==> src/rtl/arb3_pkg.sv <==
package arb3_pkg;
  localparam int LINES = 3;
  localparam int IDX_W = $clog2(LINES);

  typedef logic [IDX_W-1:0]  line_idx_t;
  typedef line_idx_t [LINES-1:0] order_t;   // element 0 = highest priority
  typedef logic [LINES-1:0]  line_vec_t;

  // identity order: line k in slot k
  function automatic order_t base_order();
    order_t o;
    for (int k = 0; k < LINES; k++) o[k] = line_idx_t'(k);
    return o;
  endfunction

  // one-hot grant of the first eligible line walking the order
  function automatic line_vec_t pick_first(order_t ord, line_vec_t elig);
    line_vec_t g;
    logic      found;
    g     = '0;
    found = 1'b0;
    for (int s = 0; s < LINES; s++) begin
      if (!found && elig[ord[s]]) begin
        g[ord[s]] = 1'b1;
        found     = 1'b1;
      end
    end
    return g;
  endfunction

  // remove 'who' from the order, close the gap, append it last
  function automatic order_t send_to_back(order_t ord, line_idx_t who);
    order_t n;
    int     j;
    n = ord;
    j = 0;
    for (int k = 0; k < LINES; k++) begin
      if (ord[k] != who) begin
        n[j] = ord[k];
        j    = j + 1;
      end
    end
    n[LINES-1] = who;
    return n;
  endfunction

  function automatic line_idx_t vec_to_idx(line_vec_t v);
    line_idx_t r;
    r = '0;
    for (int k = 0; k < LINES; k++) if (v[k]) r = line_idx_t'(k);
    return r;
  endfunction
endpackage

==> src/rtl/arb3_order_reg.sv <==
module arb3_order_reg
  import arb3_pkg::*;
(
  input  logic      clk,
  input  logic      rst_n,
  input  logic      upd_en,
  input  line_idx_t served_idx,
  output order_t    order_q
);
  order_t order_d;

  always_comb begin
    order_d = order_q;
    if (upd_en) order_d = send_to_back(order_q, served_idx);
  end

  always_ff @(posedge clk or negedge rst_n) begin
    if (!rst_n) order_q <= base_order();
    else        order_q <= order_d;
  end

  // occupancy of lines across slots: must always be a full permutation
  line_vec_t slot_seen;
  always_comb begin
    slot_seen = '0;
    for (int s = 0; s < LINES; s++) slot_seen[order_q[s]] = 1'b1;
  end

  a_r7_order_is_permutation: assert property (@(posedge clk) disable iff (!rst_n)
    slot_seen == {LINES{1'b1}});

  a_r8_order_holds_without_update: assert property (@(posedge clk) disable iff (!rst_n)
    !upd_en |=> $stable(order_q));

  a_r7_served_goes_last: assert property (@(posedge clk) disable iff (!rst_n)
    upd_en |=> order_q[LINES-1] == $past(served_idx));
endmodule

==> src/rtl/arb3_select.sv <==
module arb3_select
  import arb3_pkg::*;
(
  input  logic      rr_mode,
  input  line_vec_t req,
  input  line_vec_t ack_q,
  input  order_t    order_q,
  output line_vec_t eligible,
  output line_vec_t grant
);
  order_t active_order;

  // a line served last cycle sits out this cycle
  for (genvar i = 0; i < LINES; i++) begin : g_mask
    assign eligible[i] = req[i] & ~ack_q[i];
  end

  assign active_order = rr_mode ? order_q : base_order();
  assign grant        = pick_first(active_order, eligible);

  always_comb begin
    a_r2_grant_onehot0: assert ($onehot0(grant) || $isunknown(grant));
  end
endmodule

==> src/rtl/arb3_ack_reg.sv <==
module arb3_ack_reg
  import arb3_pkg::*;
(
  input  logic      clk,
  input  logic      rst_n,
  input  line_vec_t grant,
  output line_vec_t ack_q
);
  always_ff @(posedge clk or negedge rst_n) begin
    if (!rst_n) ack_q <= '0;
    else        ack_q <= grant;
  end

  a_r2_ack_onehot0: assert property (@(posedge clk) disable iff (!rst_n)
    $onehot0(ack_q));

  for (genvar i = 0; i < LINES; i++) begin : g_pulse
    a_r4_no_back_to_back: assert property (@(posedge clk) disable iff (!rst_n)
      ack_q[i] |=> !ack_q[i]);
  end
endmodule

==> src/rtl/arb3_lrs_top.sv <==
module arb3_lrs_top
  import arb3_pkg::*;
(
  input  logic             clk,
  input  logic             rst_n,
  input  logic             rr_mode,
  input  logic [LINES-1:0] req,
  output logic [LINES-1:0] ack
);
  order_t    order_q;
  line_vec_t ack_q;
  line_vec_t eligible;
  line_vec_t grant;
  logic      any_grant;
  logic      order_upd;
  line_idx_t served_idx;

  assign any_grant  = |grant;
  assign order_upd  = rr_mode & any_grant;
  assign served_idx = vec_to_idx(grant);
  assign ack        = ack_q;

  arb3_select u_select (
    .rr_mode  (rr_mode),
    .req      (req),
    .ack_q    (ack_q),
    .order_q  (order_q),
    .eligible (eligible),
    .grant    (grant)
  );

  arb3_order_reg u_order (
    .clk        (clk),
    .rst_n      (rst_n),
    .upd_en     (order_upd),
    .served_idx (served_idx),
    .order_q    (order_q)
  );

  arb3_ack_reg u_ack (
    .clk   (clk),
    .rst_n (rst_n),
    .grant (grant),
    .ack_q (ack_q)
  );

  a_r5_work_conserving: assert property (@(posedge clk) disable iff (!rst_n)
    (|(req & ~ack)) |=> (|ack));

  for (genvar i = 0; i < LINES; i++) begin : g_cause
    a_r3_ack_follows_req: assert property (@(posedge clk) disable iff (!rst_n)
      ack[i] |-> $past(req[i]));
  end

  a_r6_fixed_line0_wins: assert property (@(posedge clk) disable iff (!rst_n)
    (!rr_mode && req[0] && !ack[0]) |=> ack[0]);
endmodule

==> config.mk <==
export PLATFORM = sky130hd
export DESIGN_NAME = arb3_lrs_top
export DESIGN_NICKNAME = d
export VERILOG_FILES = /design/src/rtl/arb3_pkg.sv /design/src/rtl/arb3_order_reg.sv /design/src/rtl/arb3_select.sv /design/src/rtl/arb3_ack_reg.sv /design/src/rtl/arb3_lrs_top.sv
export SDC_FILE = /design/constraint.sdc
export NUM_CORES = 1
export LEC_CHECK = 0
export ABC_AREA = 1
export BUFFER_PORTS_ARGS = -buffer_cell sky130_fd_sc_hd__buf_2
export CAP_MARGIN = 20
export CORE_MARGIN = 10
export CORE_UTILIZATION = 45
export CTS_CLUSTER_SIZE = 25
export DETAILED_ROUTE_END_ITERATION = 10
export GPL_TIMING_DRIVEN = 0
export PLACE_DENSITY = 0.61
export SKIP_LAST_GASP = 1
export SYNTH_ARGS = -nofsm -noshare
export SYNTH_HDL_FRONTEND = slang
export SYNTH_SLANG_ARGS = --single-unit
==> constraint.sdc <==
create_clock -name clk -period 3.3 [get_ports clk]
set_clock_uncertainty 0.05 [all_clocks]
set_input_delay 0.99 -clock clk [delete_from_list [all_inputs] [get_ports clk]]
set_output_delay 0.99 -clock clk [all_outputs]
set_load 0.01 [all_outputs]
==> flow_metrics.tcl, run 1 <==
set metrics [dict create \
    status "finished clean" \
    clk_path_buf_depth 2 \
    cts-root-buf "clkbuf_4" \
    synthTopCellsByArea "dfrtp_1 21%, nand2_1 18%, nand3_1 11%" \
    yosysUniqueCellTypes 19 \
    critPathArrivalTime_ns 2.86 \
    crit_required_ns 3.38 \
    pin_count 9 \
    yosysSeqAreaShare_pct 27.2 \
    die_width_um 63.1 \
    firstDrtPassIters 4 \
    dp_cells 161 \
    first_global_vias 758 \
    min_period_ns 2.79 \
    synth-edff-count 0 \
    vias 801 \
    path_buf_inv 2 \
    async_flop_share_pct 100 \
    drive_gt1_share_pct 27.9 \
    pwr_density_cell_mw_per_mm2 985 \
    rows 15 \
    dieArea_mm2 0.00398 \
    fillers 189 \
    synth_seq_cells 9 \
    final_max_slew_viol_count 0 \
    synth_fp_nets 136 \
    fin_crit_sh_pct 84.4 \
    grt_usage_pct 9.84 \
    hpwl_um 1600 \
    crit_type "in2reg" \
    synthCells 129 \
    setup_viol 0 \
    antenna_found_initial 0 \
    cap_viol_max_count 0 \
    grt_pass1_wl_um 3280 \
    die_height_um 63.1 \
    area_growth_pct 11.1 \
    slowest_delay_ns 0.28 \
    finalNonFillerCells 165 \
    syn_area_um2 836 \
    endpoint_kind "register" \
    synth_common_cells "41 x nand2_1, 18 x nand3_1, 16 x inv_1" \
    muxShareOfSynthArea_pct 0 \
    yosysWarningCount 0 \
    synth_compound_area_share_pct 5.84 \
    postCtsSetupRepairBufs 0 \
    synth_xor_area_share_pct 0 \
    cts_made_buffers 3 \
    path_cells "buf_2 > inv_1 > nor2_1 > nand2_1 > nand2_1 > nand3_2 > nor2_2 > nand2_1 > nand3_4 > nand2_1 > nand2_1 > nor2_4 > ha_1 > nand2_2 > a21oi_2 > o21ai_0" \
    crit_slowest_cell "ha_1" \
    grt_max_degree 10 \
    drtAntennaViolNets 0 \
    power_leakage_nw 0.519 \
    r2r_slack_ns 0.94 \
    synth_top_area_share_pct 21.0 \
    report.final.hold_viol_count 0 \
    peakVddDrop_uv 600 \
    yosysMostFrequentCell "nand2_1" \
    cts_resized 0 \
    ys.flop_type "dfrtp_1" \
    crit_fanout 6 \
    clkSinkCount 9 \
    yosys.area_share.simple_pct 55.1 \
    crit_family "simple AND/OR/NAND/NOR gates" \
    wl_per_cell_um 11.8 \
    syn_avg_cell_area_um2 6.48 \
    ctsHoldBuffers 0 \
    vias_per_cell 4.85 \
    cts_tree "yes" \
    setup_tns_ns 0 \
    start_util_pct 47.9 \
    drc_errors 0 \
    drt-initial-drc-count 24 \
    coreArea_mm2 0.00175 \
    cp-start-kind "primary input" \
    slew_headroom_pct 83.4 \
    diodes 0 \
    synthAdderAreaFrac_pct 1.50 \
    min_path_type "in2async" \
    gp_congestion 0.916 \
    synth_top_family_by_area "simple AND/OR/NAND/NOR gates" \
    cts_max_level 1 \
    insertion_delay_ns 0.25 \
    rsz0062_at_grt "no" \
    nNetsFinal 148 \
    synth_top_area_cell "dfrtp_1" \
    crit_path_frequent_cell "nand2_1" \
    grt_overflow 0 \
    path_clk_slew_ns 0.06 \
    portBuffers 7 \
    max_freq_mhz 359 \
    totalWireLength_um 1940 \
    tightest_slew_ns 0.248 \
]
## path summary, 6_finish.rpt
kind | cells past startpoint | endpoint | from
min reg2reg | 2 | u_order.order_q[3]$_DFFE_PN0P_ | u_order.order_q[5]$_DFFE_PN1P_
max in group asynchronous | 1 | u_order.order_q[5]$_DFFE_PN1P_ | rst_n
max | 16 | u_order.order_q[3]$_DFFE_PN0P_ | req[2]
min | 1 | u_ack.ack_q[0]$_DFF_PN0_ | rst_n
max reg2reg | 14 | u_order.order_q[3]$_DFFE_PN0P_ | u_ack.ack_q[2]$_DFF_PN0_
min in group clk | 2 | u_order.order_q[3]$_DFFE_PN0P_ | u_order.order_q[5]$_DFFE_PN1P_
## registers in the layout, summed over array words and instances, names as in the netlist
name,flops
u_ack.ack_q,3
u_order.order_q,6
## routing by layer
metal	global-route usage [%]	up-vias	wire, um
li1	-	430	-
met1	11.5	353	880
met2	17.0	16	967
met3	3.18	2	79
met4	1.96	0	16
met5	0	-	0
## logic make-up (layout without fill, tap and decap cells)
kind of cell | after synthesis | in the layout
AO/OA/AOI/OAI | 8 | 8
AND/OR/NAND/NOR | 90 | 90
adder cells (fa/ha/maj) | 1 | 1
flip-flops | 9 | 9
buffers and inverters | 21 | 32
## area by class of cell
cell class	instances	area [um^2]	area share (%)
timing repair buffer	7	35.0	3.77
buffer	1	11.3	1.21
clock buffer	4	26.3	2.83
inverter	20	75.1	8.09
sequential	9	228	24.5
tap	25	31.3	3.37
multi-input combinational	99	522	56.2
## where the power goes
group / switching, mW / internal [mW]
combinational: 0.394 / 0.213
sequential: 0.0588 / 0.168
clock: 0.0349 / 0.0464
## metrics by stage
step                hold WS (ns)  instance area (um^2)  setup slack [ns]  util (%)  power, mW
finish                     0.520                   928             0.514      53.2      0.915
global route               0.519                   928             0.316      53.2       1.01
CTS                        0.516                   928             0.535      53.2      0.927
detailed placement         0.523                   902             0.274      51.7      0.840
global placement           0.504                   902             0.302      51.7      0.834
floorplan                  0.459                   836             0.585         -      0.704
## cell usage in the layout, fill, tap and decap left out
master	instances
buf_2	7
ha_1	1
dfstp_2	2
clkinv_1	1
nor3_1	1
nand3_4	1
a21oi_2	1
nand2_1	41
a21boi_1	2
clkbuf_1	1
clkbuf_4	3
inv_2	3
nor2_2	3
nand2_2	10
nor2_4	2
o21ai_0	5
dfrtp_1	7
nor2_1	8
inv_1	16
nand3_1	18
buf_6	1
nand3_2	6
No activity file was read; power rests on OpenSTA's default activity.
==> inputs of run 2 (changes only) <==
--- a/config.mk
+++ b/config.mk
@@ -13,7 +13,7 @@
 export CTS_CLUSTER_SIZE = 25
 export DETAILED_ROUTE_END_ITERATION = 10
 export GPL_TIMING_DRIVEN = 0
-export PLACE_DENSITY = 0.61
+export PLACE_DENSITY = 0.63
 export SKIP_LAST_GASP = 1
 export SYNTH_ARGS = -nofsm -noshare
 export SYNTH_HDL_FRONTEND = slang
==> constraint.sdc (replaced) <==
create_clock -name clk -period 2.3 [get_ports clk]
set_clock_uncertainty 0.05 [all_clocks]
set_input_delay 0.69 -clock clk [delete_from_list [all_inputs] [get_ports clk]]
set_output_delay 0.69 -clock clk [all_outputs]
set_load 0.01 [all_outputs]
==> flow_metrics.tcl, run 2 (synthesis results as in run 1) <==
set metrics [dict create \
    crit_type "in2reg" \
    gp_congestion 0.891 \
    largest_register "u_order.order_q" \
    fin_crit_sh_pct 98.3 \
    status "finished clean" \
    cts_max_level 1 \
    drtAntennaViolNets 0 \
    pin_count 9 \
    nNetsFinal 156 \
    final_max_slew_viol_count 0 \
    area_growth_pct 35.6 \
    dp_cells 161 \
    largest_reg_flops 6 \
    crit_family "simple AND/OR/NAND/NOR gates" \
    insertion_delay_ns 0.26 \
    portBuffers 7 \
    setup_viol 0 \
    wl_per_cell_um 12.5 \
    reg2reg_depth 14 \
    clk_path_buf_depth 2 \
    report.final.hold_viol_count 0 \
    grt_pass1_wl_um 3480 \
    setup_tns_ns 0 \
    min_period_ns 2.26 \
    grt_overflow 0 \
    dieArea_mm2 0.00398 \
    crit_fanout 5 \
    reg_top3 "u_order.order_q x6, u_ack.ack_q x3" \
    start_util_pct 47.9 \
    r2r-end "u_order.order_q[3]$_DFFE_PN0P_" \
    r2r_slack_ns 0.13 \
    drc_errors 0 \
    cts-root-buf "clkbuf_4" \
    peakVddDrop_uv 801 \
    firstDrtPassIters 4 \
    drt-initial-drc-count 32 \
    diodes 0 \
    die_height_um 63.1 \
    path_cells "buf_6 > inv_4 > nor2_4 > nand2_2 > nand2_2 > nand3_4 > nor2_4 > a21boi_2 > nand3_1 > nand2_1 > nand2_2 > inv_2 > ha_4 > nand2_4 > a21oi_4 > nand2_1 > o21ai_1" \
    rsz0062_at_grt "yes" \
    cts_made_buffers 3 \
    mostFrequentLayoutCells "32 x nand2_1, 18 x nand2_2, 17 x nand3_1" \
    totalWireLength_um 2160 \
    first_global_vias 816 \
    path_buf_inv 3 \
    timing.rr.start "u_order.order_q[2]$_DFFE_PN1P_" \
    slew_headroom_pct 83.8 \
    pwr_density_cell_mw_per_mm2 1490 \
    rows 15 \
    tightest_slew_ns 0.243 \
    cts_tree "yes" \
    critPathArrivalTime_ns 2.40 \
    finalNonFillerCells 173 \
    crit_path_frequent_cell "nand2_2" \
    fin_util_pct 64.9 \
    vias 867 \
    path_clk_slew_ns 0.06 \
    clkSinkCount 9 \
    power_leakage_nw 0.577 \
    hpwl_um 1640 \
    coreArea_mm2 0.00175 \
    vias_per_cell 5.01 \
    slowest_delay_ns 0.26 \
    antenna_found_initial 0 \
    crit_slowest_cell "ha_4" \
    grt_max_degree 10 \
    max_freq_mhz 442 \
    die_width_um 63.1 \
    min_path_type "in2async" \
    grt_usage_pct 10.4 \
    drive_gt1_share_pct 44.6 \
    cap_viol_max_count 0 \
    endpoint_kind "register" \
    cp-start-kind "primary input" \
    crit_required_ns 2.44 \
    layout_commonest_cell "nand2_1" \
]
-- run 2: metal layers --
layer	track usage, %	wire length, um
met5	0	0
met4	4.47	25
met3	1.41	67
met2	18.3	1120
met1	12.1	950
-- run 2: worst reg2reg max path, cell delays in order (launching register included) --
cell and delay [ns]:
dfstp_2 0.56, inv_2 0.07, nand2_1 0.06, nand3_1 0.12, nand3_4 0.14, nor2_4 0.08
a21boi_2 0.17, nand3_1 0.10, nand2_2 0.11, nor2_4 0.06, ha_4 0.26, nand2_4 0.05
a21oi_4 0.14, nand2_1 0.06, o21ai_1 0.07
-- run 2: cell type report --
class                      instances  area [um^2]
buffer                             1         20.0
clock buffer                       4         26.3
fill                             166          612
inverter                          20         82.6
multi-input combinational         99          639
sequential                         9          229
tap                               25         31.3
timing repair buffer              15          105
-- run 2: worst max-delay path by stage --
| stage | from | to | slack [ns] | depth (start not counted) |
|---|---|---|---|---|
| 6_report | req[2] | u_order.order_q[3]$_DFFE_PN0P_ | 0.04 | 17 |
| 5_1_grt | req[2] | u_order.order_q[2]$_DFFE_PN1P_ | -0.09 | 17 |
| 2_1_floorplan | rr_mode | u_order.order_q[2]$_DFFE_PN1P_ | -0.07 | 17 |
| 3_5_place_dp | req[2] | u_order.order_q[2]$_DFFE_PN1P_ | -0.36 | 17 |
| 4_1_cts | req[1] | u_order.order_q[2]$_DFFE_PN1P_ | 0.0005 | 16 |
| 3_3_place_gp | req[2] | u_order.order_q[2]$_DFFE_PN1P_ | -0.35 | 17 |
-- run 2: per-stage QoR --
stage | power (mW) | area [um^2] | worst slack, ns | hold slack, ns
after floorplan | 1.08 | 887 | -0.0671 | 0.344
after global placement | 1.27 | 953 | -0.346 | 0.491
after detailed placement | 1.28 | 953 | -0.363 | 0.493
after CTS | 1.45 | 1000 | 0.000524 | 0.215
after global routing | 1.84 | 1130 | -0.0938 | 0.217
final | 1.69 | 1130 | 0.0394 | 0.213
-- run 2: power by group --
group / internal [mW] / leakage [nW] / switching (mW)
sequential: 0.242 / 0.108 / 0.0932
clock: 0.0668 / 0.0150 / 0.0549
combinational: 0.503 / 0.455 / 0.727
-- run 2: repair_timing --
action | CTS | global route
resized for setup | 3 | 24
hold buffers | 0 | 0
setup buffers | 1 | 7
pin swaps | 1 | 26
setup endpoints to repair | 4 | 4
